[config.mk]
export PLATFORM = sky130hd
export DESIGN_NAME = burst_col_seq
export DESIGN_NICKNAME = d
export VERILOG_FILES = /design/src/rtl/burst_col_seq.sv
export SDC_FILE = /design/constraint.sdc
export NUM_CORES = 1
export LEC_CHECK = 0
export BUFFER_PORTS_ARGS = -buffer_cell sky130_fd_sc_hd__buf_2
export CAP_MARGIN = 20
export CORE_ASPECT_RATIO = 0.75
export CORE_MARGIN = 2
export CORE_UTILIZATION = 30
export DETAILED_ROUTE_END_ITERATION = 8
export GPL_ROUTABILITY_DRIVEN = 1
export HOLD_SLACK_MARGIN = 0.06
export PLACE_DENSITY = 0.55
export SLEW_MARGIN = 20
export SYNTH_ARGS = -nofsm -noshare
export SYNTH_HDL_FRONTEND = slang
export SYNTH_SLANG_ARGS = --single-unit
[constraint.sdc]
create_clock -name clk -period 2.9 [get_ports clk]
set_clock_uncertainty 0.1 [all_clocks]
set_input_delay 0.58 -clock clk [delete_from_list [all_inputs] [get_ports clk]]
set_output_delay 0.58 -clock clk [all_outputs]
set_load 0.03 [all_outputs]
[src/rtl/burst_col_seq.sv]
module burst_col_seq #(
  parameter int COL_W = 10,
  localparam int PGW = $clog2(COL_W + 1)
) (
  input  logic             clk,
  input  logic             rst_n,
  input  logic             start,
  input  logic [COL_W-1:0] start_col,
  input  logic [1:0]       bl_code,
  input  logic             ilv,
  input  logic [PGW-1:0]   pg_lg,
  input  logic             term,
  output logic             vld,
  output logic [COL_W-1:0] col_rise,
  output logic [COL_W-1:0] col_fall,
  output logic             last,
  output logic             err
);

  logic             busy, full_q, ilv_q, err_q;
  logic [COL_W-1:0] base_q, idx_q, mask_q, mask_n;
  logic             bad, take;

  always_comb begin
    case (bl_code)
      2'd0: mask_n = COL_W'(1);
      2'd1: mask_n = COL_W'(3);
      2'd2: mask_n = COL_W'(7);
      default:
        for (int i = 0; i < COL_W; i++) mask_n[i] = (PGW'(i) < pg_lg);
    endcase
  end

  assign bad  = (bl_code == 2'd3) &&
                (ilv || start_col[0] || pg_lg < PGW'(2) || pg_lg > PGW'(COL_W));
  assign last = busy && (full_q ? term : ((idx_q + COL_W'(1)) == mask_q));
  assign take = start && (!busy || last);

  function automatic logic [COL_W-1:0] col_at(input logic [COL_W-1:0] n);
    if (ilv_q) return base_q ^ n;
    return (base_q & ~mask_q) | ((base_q + n) & mask_q);
  endfunction

  assign vld      = busy;
  assign err      = err_q;
  assign col_rise = col_at(idx_q);
  assign col_fall = col_at(idx_q + COL_W'(1));

  always_ff @(posedge clk) begin
    if (!rst_n) begin
      busy   <= 1'b0;
      err_q  <= 1'b0;
      full_q <= 1'b0;
      ilv_q  <= 1'b0;
      base_q <= '0;
      idx_q  <= '0;
      mask_q <= '0;
    end else begin
      err_q <= take && bad;
      if (take) begin
        busy   <= !bad;
        base_q <= start_col;
        idx_q  <= '0;
        mask_q <= mask_n;
        full_q <= (bl_code == 2'd3);
        ilv_q  <= ilv;
      end else if (last) begin
        busy <= 1'b0;
      end else if (busy) begin
        idx_q <= idx_q + COL_W'(2);
      end
    end
  end

endmodule

==> Word level (Yosys, flattened, before mapping) <==
Cells that the tools add are included.
{ "word_totals": {"wordCells": 60, "output_inout_bits": 23, "ff_bits": 34, "in_bits": 21} }
{ "classes": {"addsub": 4, "bitwise": 10, "eq_ne": 4, "mux": 9, "magnitude_cmp": 12, "n_reduce_logical": 14} }
{ "ops": {"columns": ["op", "count"], "rows": [
  ["10-bit 2-to-1 mux", 4],
  ["10-bit bitwise AND", 3],
  ["10-bit one-hot mux with 3 select lines", 1],
  ["10-bit adder", 2],
  ["10-bit OR", 2],
  ["10-bit bitwise XOR", 2],
  ["3-bit by 4-bit < comparator with 1-bit output (first input constant)", 4],
  ["10-bit by 1-bit adder with 10-bit output (second input constant)", 1],
  ["10-bit by 2-bit adder with 10-bit output (second input constant)", 1],
  ["10-bit == test", 1],
  ["10-bit inverter", 1],
  ["1-bit by 4-bit < comparator with 1-bit output (first input constant)", 2],
  ["2-bit by 4-bit < comparator with 1-bit output (first input constant)", 2],
  ["4-bit < comparator (first input constant)", 2],
  ["2-bit == test (second input constant)", 2],
  ["4-bit greater-than comparator (second input constant)", 1],
  ["1-bit logical AND", 4],
  ["1-bit logical OR", 4],
  ["4-bit by 2-bit < comparator with 1-bit output (second input constant)", 1],
  ["1-bit 2-to-1 mux", 4],
  ["2-bit by 1-bit == test with 1-bit output (second input constant)", 1],
  ["1-bit logical NOT", 2],
  ["2-bit logical NOT", 1],
  ["1-bit inverter", 2],
  ["3 further kinds", 3]
]} }

==> Logic depth before layout (Yosys ltp) <==
Gate-level depths: netlist (run 1).
{ "logic_depth": {"ltp_word": 7, "depth_mapped": 8} }

==> Worst setup path before layout (run 1) <==
No wires, ideal clock.
{ "synth_timing": {"kind": "register to output", "start": "register idx_q[1]", "end": "output col_fall[9]", "path_stages_with_launch": 9, "path_buffers": 0, "arrival_time_ns": 2.350, "setup_slack_ns": -0.130, "cell_sequence": "dfxtp_1 -> ha_1 -> fa_1 -> a211oi_1 -> o21ai_0 -> nand2_1 -> o21ai_0 -> a211o_1 -> xor2_1"} }
{ "synth_between": {"elab_chain_cells": 5, "word_cells_on_any_way": 7} }
{ "synth_rtl": {"columns": ["item", "line", "text"], "rows": [
  ["start, declared", "21", "logic [COL_W-1:0] base_q, idx_q, mask_q, mask_n;"],
  ["start signal, assigned", "70", "idx_q <= idx_q + COL_W'(2);"],
  ["10-bit by 1-bit adder with 10-bit output *", "47", "assign col_fall = col_at(idx_q + COL_W'(1));"],
  ["10-bit adder", "41", "return (base_q & ~mask_q) | ((base_q + n) & mask_q);"],
  ["10-bit bitwise AND", "41", null],
  ["10-bit OR", "41", null],
  ["10-bit 2-to-1 mux *", "41", null],
  ["end, declared", "15", "output logic [COL_W-1:0] col_fall,"]
]} }
Every way passes the cells marked *; elsewhere a longest branch is shown, timed or not. The select of a mux whose other input is x is not followed.

==> Worst setup path after layout (run 1) <==
{ "layout_timing": {"start": "register idx_q[1]", "end": "output col_fall[7]"} }
Same word-level chain as after synthesis.

==> metrics, run 1 <==
Cell Pwr Density 432 nW/um^2; Final setup viols 4; synthesis warning total 0; fin nets 401; Comb power frac 28.5%; gr usage total 16.9%; core area 7810 sq um; critical path cell sequence ha_4 -> fa_2 -> a31oi_4 -> o21ai_2 -> a21oi_2 -> nor2b_1 -> or4b_1 -> and3b_2 -> buf_6; slowest library cell on the worst path or4b_1; Switch Pwr 465 uW; Crit Path Class reg -> out; Boundary Pins 44; Tot Pwr 1330 uW; DRT Pass-1 Iters 6; Final HPWL DP 5.52 mm; clock share of power 33.8%; reg-to-reg slack, setup 0.54 ns; post-synth cell types 45; Static Leak 0.00137 uW; Crit path largest cell delay 0.46 ns; Clock Pin Slew Worst Setup and Hold Paths 0.08 ns; Skew-Pair Late Insertion Delay 0.30 ns; critical path data arrival time 2.44 ns; DRT antenna net count 0; Req. time, crit path 2.22 ns; number of synthesized flops with an enable pin 0; Sink Count 33; fraction of layout cells with a size suffix above 1 29.6%; ys async rst share 0%; CTS tree done; synth-to-layout area growth 28.7%; antenna cells 0; largest net degree at the start of global routing 28; worst reg-to-reg path cell count 8; CP Launch Type flip-flop; min Tclk post-route 3.12 ns; Mapped Area 2400 sq um; Starting Density 30.7%; sw frac 34.9%; reg-to-reg endpoint mask_q[6]; worst slew pin tran 0.669 ns; via count of the first global-routing pass 2,234; internal power 867 uW; Detailed Route WL 7.29 mm; total grt overflow 0; hold slack 0.388 ns; number of placement rows 28; first-pass GRT wire length 11.4 mm; GP Congestion 0.870; full die area 8730 sq um; mean post-synth cell area 7.56 sq um; clk buf depth 2; initial antenna violation count 0; Die H 81.4 microns; r2r startpoint idx_q[3]; failing checks setup timing; PortBufs 43; status complete, but fails checks; sequential area share after synthesis 27.6%; Max VDD drop 0.269 mV; Slew Limit Fails 0; CP Buf/Inv Count 1; Synth Flop Type dfxtp_1; Vias/cell 5.22; Synth Instances 317; Fin. Hold Viols 0; Num CTS Buffers 5; max cap viols 0; Iter 0 DRT Violations 173; crit end category primary output; Post-Syn Nets 351; min-delay src base_q[8]; Peak Freq 0.321 GHz; Hold-fix buffers, CTS 0; Relative slew margins 55.3%; Reg power frac 37.6%; FF+latch count, synth 33; Hold WC Path Type reg -> reg; crit share post-route 107%; RSZ-0062 raised after global routing true; routed vias 2,468; most common cell after layout, fill and taps aside buf_2; crit-path max FO 3; worst hold endpoint base_q[8]; die width 107 microns; setup ws final -0.216 ns; CP Launch Point idx_q[1]; Top delay family on crit path simple AND/OR/NAND/NOR gates; htree depth 2; most frequent cells in the layout buf_2, a21oi_1, nand2_1; CTS root buf clkbuf_8; DRC violations left 0; Worst Hold Path Cells 2; Avg WL per Cell 15.4 microns
## flip-flops by register name, indices dropped and copies added (netlist names)
name	cells
full_q	1
idx_q	9
err	1
ilv_q	1
mask_q	10
base_q	10
vld	1
## area by class of cell
| class | count | area (sq um) |
|---|---|---|
| fillers | 810 | 4730 |
| multi-input cells | 249 | 1720 |
| well taps | 105 | 131 |
| clock inverters | 3 | 46.3 |
| repair buffers | 65 | 403 |
| inverters | 13 | 48.8 |
| flip-flops and latches | 33 | 671 |
| clock buffers | 5 | 68.8 |
## through the flow
stage	instances	area, sq um	utilization (%)	setup slack (ns)	setup TNS (ns)
floorplan	317	2410	-	0.0431	0
global placement	461	2800	35.8	-0.0175	-0.0175
detailed placement	461	2800	35.8	-0.0605	-0.113
CTS	472	3020	38.6	-0.224	-0.602
global route	473	3080	39.5	-0.333	-1.26
finish	473	3080	39.5	-0.216	-0.563
## synth_stat cells, types with 2 or more instances
cell      count  share of area (%)
nand4_1       2               0.52
a211oi_1      3               0.94
o21ai_1       2               0.42
fa_1          2                1.7
o21bai_1      2               0.63
clkbuf_1     17                2.7
xor2_1       13                4.7
a21o_1        3               0.94
o21ai_0      23                4.8
a31oi_1       2               0.52
nor3_1        7                1.5
dfxtp_1      33                 28
a22o_1        2               0.73
and4_1        2               0.73
a21oi_1      37                7.7
nand3_1      29                6.1
o211ai_1      3               0.94
buf_2         2               0.42
nand2_1      32                5.0
and3_1        3               0.78
inv_1        13                2.0
ha_1         11                5.7
or3_1         8                2.1
nor2b_1       4                1.0
xnor2_1       4                1.5
nor3b_1       4                1.3
o31ai_1       6                1.9
mux2i_1      16                6.7
nor2_1       16                2.5
## logic make-up (layout without fill, tap and decap cells)
family                     after synthesis  after routing  synth area share (%)
muxes                                   16             16                  6.68
buffers and inverters                   35             86                  6.05
adders and majority gates               13             13                  7.41
AOI/OAI and AO/OA                       88             88                  21.3
xor gates and xnor gates                17             17                  6.21
DFF                                     33             33                  27.6
and+or+nand+nor                        115            115                  24.7
## power groups by stage
stage | sequential (uW) | clock, uW | combinational, uW
after floorplan | 505 | 0 | 242
after global routing | 504 | 476 | 413
after CTS | 501 | 458 | 370
after global placement | 510 | 0 | 351
after detailed placement | 510 | 0 | 356
final | 501 | 451 | 380
## layer usage
metal	share of wire [%]	vias to the layer above	GRT usage [%]
li1	-	1239	-
met1	50	1172	24.1
met2	44	53	26.5
met3	5.0	4	3.41
met4	0.60	0	3.77
met5	0	-	0
## repair_timing
item | CTS | global route
setup endpoints to repair | 6 | 11
pin swaps | 10 | 6
resized for setup | 26 | 19
buffers inserted | 3 | 1
## worst min-delay path, stage by stage, from the launching register on
cell and delay [ns]:
dfxtp_1 0.33, nand2_1 0.06, a21oi_1 0.05
## how the worst max path moves through the flow
stage          cells after the start           to
2_1_floorplan                      8  col_fall[7]
3_3_place_gp                       9  col_fall[7]
3_5_place_dp                       9  col_fall[7]
4_1_cts                            9  col_fall[7]
5_1_grt                           10  col_fall[9]
6_report                           9  col_fall[7]
(Power assumes the default switching activity.)
==> run 2, diff against run 1 <==
--- a/config.mk
+++ b/config.mk
@@ -14,7 +14,7 @@
 export GPL_ROUTABILITY_DRIVEN = 1
 export HOLD_SLACK_MARGIN = 0.06
 export PLACE_DENSITY = 0.55
-export SLEW_MARGIN = 20
 export SYNTH_ARGS = -nofsm -noshare
 export SYNTH_HDL_FRONTEND = slang
 export SYNTH_SLANG_ARGS = --single-unit
+export TNS_END_PERCENT = 5
==> metrics, run 2 (same netlist as run 1, synthesis figures left out) <==
status complete, but fails checks; failing checks setup timing; Die H 81.4 microns (unchanged); RSZ-0062 raised after global routing true; largest net degree at the start of global routing 28 (unchanged); sw frac 34.2% (-0.70 points); total grt overflow 0 (unchanged); Cell Pwr Density 432 nW/um^2 (about the same); Crit path largest cell delay 0.38 ns (-0.08 ns); Static Leak 0.00136 uW (-0.57%); clock share of power 33.4% (-0.4 points); CP Launch Type flip-flop; post-route cell area 3050 sq um (-1.3%); Max VDD drop 0.193 mV (-28%); synth-to-layout area growth 27.0%; internal power 865 uW (-0.17%); initial antenna violation count 0 (unchanged); Crit Path Class reg -> out; DRT antenna net count 0 (unchanged); DRT Pass-1 Iters 4 (-2); Top delay family on crit path compound AO/OA/AOI/OAI gates; most frequent cells in the layout buf_2, a21oi_1, nand2_1; Fin. Hold Viols 0 (unchanged); fin nets 401 (unchanged); reg-to-reg slack, setup 0.41 ns (-0.13 ns); DRC violations left 0 (unchanged); slowest library cell on the worst path fa_2; CP Buf/Inv Count 1 (unchanged); via count of the first global-routing pass 2,131 (-4.6%); crit-path max FO 3 (unchanged); Peak Freq 0.326 GHz (+1.7%); Iter 0 DRT Violations 218 (+26%); Final HPWL DP 5.33 mm (-3.3%); PortBufs 43 (unchanged); crit share post-route 106% (-1.8 points); Skew-Pair Late Insertion Delay 0.29 ns (about the same); Starting Density 30.7% (unchanged); worst slew pin tran 0.663 ns (-0.00587 ns); GP Congestion 0.865 (-0.52%); Comb power frac 28.4% (about the same); layout filler cell count 817 (+0.86%); critical path cell sequence ha_4 -> fa_2 -> a211oi_2 -> o21ai_1 -> nand2_1 -> o21ai_0 -> a211o_1 -> xor2_2 -> buf_4; Req. time, crit path 2.22 ns (about the same); antenna cells 0 (unchanged); Slew Limit Fails 0 (unchanged); Hold WC Path Type reg -> reg; crit end category primary output; fraction of layout cells with a size suffix above 1 26.1% (-3.5 points); Sink Count 33 (unchanged); Vias/cell 5.02 (-3.8%); Detailed Route WL 6.87 mm (-5.8%); most common cell after layout, fill and taps aside buf_2; setup ws final -0.164 ns (+0.0520 ns); Switch Pwr 450 uW (-3.2%); clk buf depth 2 (unchanged); Boundary Pins 44 (unchanged); CTS tree done; placed instance area 2800 sq um (+0.13%); Clock Pin Slew Worst Setup and Hold Paths 0.08 ns (about the same); Non-Filler Instances 473 (unchanged); die width 107 microns (unchanged); number of placement rows 28 (unchanged); htree depth 2 (unchanged); routed vias 2,375 (-3.8%); critical path data arrival time 2.38 ns (-0.06 ns); Num CTS Buffers 5 (unchanged); largest registers base_q (10), mask_q (10), idx_q (9); gr usage total 16.6% (-0.34 points); max cap viols 0 (unchanged); placed insts 462 (+0.22%); CTS root buf clkbuf_8; full die area 8730 sq um (unchanged); Reg power frac 38.1% (+0.5 points); Relative slew margins 55.8% (+0.51 points); core area 7810 sq um (unchanged); first-pass GRT wire length 11.2 mm (-1.5%); min Tclk post-route 3.06 ns (-0.0520 ns); Avg WL per Cell 14.5 microns (-5.8%); Final setup viols 3 (-1)
[run 2: cell count changes in the layout (fill, tap and decap cells not counted), moves of 2 or more]
| cell | change |
|---|---|
| nor2b_1 | +2 |
| clkbuf_4 | +2 |
| o21ai_2 | -2 |
| buf_2 | -2 |
| nor2b_2 | -2 |
| dfxtp_1 | +2 |
[run 2: worst reg2reg max path, stage by stage, from the launching register on]
cell and delay [ns]:
dfxtp_2 0.34, buf_4 0.15, xor2_1 0.15, nor4_1 0.49
nand3_1 0.25, nand3_1 0.52, nand3_1 0.25, a21oi_1 0.17
[run 2: repair_timing]
item                                    in CTS  in global routing
hold buffers                                 0                  0
gates resized for setup                     20                 13
buffers inserted                             3                  0
endpoints found under the setup margin       7                  9
pin swaps                                    9                  2
[run 2: power by group through the flow]
| stage | sequential, uW | clock, uW | combinational (uW) |
|---|---|---|---|
| 5_1_grt | 505 | 466 | 410 |
| 4_1_cts | 500 | 447 | 368 |
| 6_report | 501 | 440 | 374 |
| 2_1_floorplan | 505 | 0 | 242 |
| 3_5_place_dp | 509 | 0 | 355 |
| 3_3_place_gp | 509 | 0 | 350 |
[run 2: through the flow]
stage / utilization, % / worst slack (ns) / setup TNS, ns / hold WS [ns] / power [uW]
finish: 39.0 / -0.164 / -0.360 / 0.388 / 1320
global route: 39.0 / -0.290 / -1.03 / 0.429 / 1380
CTS: 38.5 / -0.192 / -0.418 / 0.388 / 1320
detailed placement: 35.9 / -0.0936 / -0.163 / 0.378 / 864
global placement: 35.9 / -0.0509 / -0.0799 / 0.370 / 859
floorplan: - / -0.0227 / -0.0227 / 0.348 / 747
[run 2: path summary, 6_finish.rpt]
check	from	endpoint	depth (start not counted)
max	base_q[1]	col_fall[9]	9
min	base_q[8]	base_q[8]	2
max reg2reg	idx_q[1]	base_q[1]	7
min reg2reg	base_q[8]	base_q[8]	2
[run 2: layout make-up]
| cell class | instances | area, sq um | area share, % |
|---|---|---|---|
| Clock buffer | 5 | 68.8 | 2.26 |
| Inverter | 13 | 48.8 | 1.60 |
| Sequential cell | 33 | 666 | 21.9 |
| Multi-Input combinational cell | 249 | 1680 | 55.2 |
| Tap cell | 105 | 131 | 4.31 |
| Timing Repair Buffer | 65 | 404 | 13.3 |
| Clock inverter | 3 | 46.3 | 1.52 |
[run 2: metal layers]
metal	track usage, %	part of all wire [%]	vias up
li1	-	-	1237
met1	25.1	54	1091
met2	24.4	41	41
met3	3.49	4.8	6
met4	2.73	0.64	0
met5	0	0	-
==> run 3, diff against run 2 <==
--- a/config.mk
+++ b/config.mk
@@ -5,6 +5,7 @@
 export SDC_FILE = /design/constraint.sdc
 export NUM_CORES = 1
 export LEC_CHECK = 0
+export ABC_AREA = 1
 export BUFFER_PORTS_ARGS = -buffer_cell sky130_fd_sc_hd__buf_2
 export CAP_MARGIN = 20
 export CORE_ASPECT_RATIO = 0.75
==> metrics, run 3 <==
largest registers base_q (10), mask_q (10), idx_q (9); number of placement rows 29 (+3.6%); crit-path max FO 8 (+5); Relative slew margins 60.7% (+4.9 points); Synth area leaders dfxtp_1, nand2_1, nand3_1; TNS Setup 0 ns (+0.360 ns); most frequent cell after synthesis nand2_1; list of most frequent post-synthesis cells nand2_1, inv_1, nand3_1; setup ws final 0.118 ns (+0.282 ns); Slew Limit Fails 0 (unchanged); routed vias 2,797 (+18%); worst reg-to-reg path cell count 9 (+2); Skew-Pair Late Insertion Delay 0.28 ns (about the same); hold slack 0.390 ns (+0.00146 ns); min Tclk post-route 2.78 ns (-0.282 ns); clk buf depth 2 (unchanged); r2r startpoint idx_q[2]; Vias/cell 4.82 (-4.0%); max cap viols 0 (unchanged); Cell Pwr Density 427 nW/um^2 (-1.2%); crit share post-route 95.9% (-9.7 points); Hold-fix buffers, CTS 0 (unchanged); Sink Count 33 (unchanged); Clock Pin Slew Worst Setup and Hold Paths 0.05 ns (-0.03 ns); min-delay src start_col[6]; Post-Syn Nets 464 (+32%); full die area 9430 sq um (+8.0%); first-pass GRT wire length 12.7 mm (+13%); CTS root buf clkbuf_16; Final setup viols 0 (-3); Synth Flop Type dfxtp_1; Boundary Pins 44 (unchanged); PortBufs 43 (unchanged); worst slew pin tran 0.589 ns (-0.0746 ns); status finished, final reports clean; initial antenna violation count 0 (unchanged); RSZ-0062 raised after global routing true; total grt overflow 0 (unchanged); Starting Density 30.9% (+0.17 points); Crit Path Class reg -> out; synthesis warning total 0 (unchanged); Final HPWL DP 5.82 mm (+9.3%); Die H 84.6 microns (+3.9%); DRT antenna net count 0 (unchanged); Fin. Hold Viols 0 (unchanged); htree depth 2 (unchanged); ys async rst share 0% (unchanged); number of synthesized flops with an enable pin 0 (unchanged); top-area cell type share of the netlist area 25.4% (-2.1 points); most common cell after layout, fill and taps aside nand2_1; Hold WC Path Type in -> reg; synth-to-layout area growth 21.1%; slowest library cell on the worst path dfxtp_1; sequential area share after synthesis 25.4% (-2.1 points); gr usage total 16.4% (-0.17 points); Peak Freq 0.359 GHz (+10%); Most common cell on crit path nand2_1; post-synth cell types 30 (-33%); Num CTS Buffers 5 (unchanged); fin nets 505 (+26%); CTS tree done; DRC violations left 0 (unchanged); Static Leak 0.00151 uW (+11%); Max VDD drop 0.189 mV (-2.1%); reg-to-reg slack, setup 0.65 ns (+0.24 ns); most frequent cells in the layout nand2_1, inv_1, nand3_1, buf_2, nor2_1; cell taking the most area after synthesis dfxtp_1; GP Congestion 0.830 (-4.1%); Tot Pwr 1340 uW (+2.1%); Detailed Route WL 7.65 mm (+11%); Req. time, crit path 2.22 ns (about the same); DRT Pass-1 Iters 4 (unchanged); Avg WL per Cell 13.2 microns (-9.1%); largest net degree at the start of global routing 31 (+11%); fraction of layout cells with a size suffix above 1 17.4% (-8.7 points); antenna cells 0 (unchanged); worst hold endpoint base_q[6]; Synth Instances 430 (+36%); FF+latch count, synth 33 (unchanged); via count of the first global-routing pass 2,612 (+23%); Crit path largest cell delay 0.38 ns (about the same); critical path data arrival time 2.10 ns (-0.28 ns); core area 8420 sq um (+7.8%); Post-Place Setup Slack 0.201 ns (+0.294 ns); Worst Hold Path Cells 3 (+1); mean post-synth cell area 6.04 sq um (-20%); Iter 0 DRT Violations 229 (+5.0%); CP Launch Type flip-flop; crit end category primary output; die width 111 microns (+3.9%); reg-to-reg endpoint idx_q[3]; Mapped Area 2600 sq um (+8.4%); critical path cell sequence ha_4 -> nand2_1 -> o21ai_4 -> nand2_1 -> nand2_1 -> xor2_1 -> nand2_1 -> nand2_1 -> nand2_1 -> nand2_1 -> clkbuf_4
run 3: kinds of logic after synthesis:
group                    synth area share (%)
XOR/XNOR                                 5.06
AND/OR/NAND/NOR                          42.1
flip-flops                               25.4
adder cells (fa/ha/maj)                  6.84
AO/OA/AOI/OAI                            11.4
buffers and inverters                    9.20
run 3: critical path, delay by kind of cell (launching register included):
family                   cells  cell delay, ns
AO/OA/AOI/OAI                1            0.20
XOR/XNOR                     1            0.16
adder cells (fa/ha/maj)      1            0.36
buffers and inverters        1            0.18
flip-flops                   1            0.38
AND/OR/NAND/NOR              7            0.55
run 3: report_power, final:
group / switching, uW / internal [uW]
combinational: 221 / 102
sequential: 30.8 / 476
clock: 197 / 315
total: 449 / 893
run 3: worst max path at each step:
stage,startpoint,endpoint,depth (start not counted)
finish,idx_q[4],col_rise[9],11
CTS,base_q[1],col_rise[9],12
detailed placement,idx_q[3],col_rise[9],11
global placement,idx_q[1],col_fall[9],12
global route,idx_q[4],col_fall[7],9
floorplan,idx_q[1],col_fall[5],9
run 3: what timing repair did:
action                     4_1_cts  5_1_grt
pin swaps                        0        2
gates resized for setup          4       27
gates cloned                     0        0
setup endpoints to repair        8       13
buffers inserted                 0        1
run 3: cell type report:
class / instances / area [sq um]
clock buffer: 6 / 129
clock inverter: 2 / 10.0
fill: 926 / 5270
inverter: 43 / 161
multi-input combinational: 339 / 1780
sequential: 33 / 666
tap: 108 / 135
timing repair buffer: 49 / 268
run 3: per-layer routing:
metal,GRT usage (%),part of all wire (%)
met5,0,0
met4,3.59,0.99
met3,3.61,5.9
met2,23.6,41
met1,24.9,52
run 3: stage by stage:
stage / cells / area [sq um] / util [%]
2_1_floorplan: 430 / 2600 / -
3_3_place_gp: 571 / 2910 / 34.5
3_5_place_dp: 571 / 2910 / 34.5
4_1_cts: 579 / 3050 / 36.3
5_1_grt: 580 / 3150 / 37.4
6_report: 580 / 3150 / 37.4
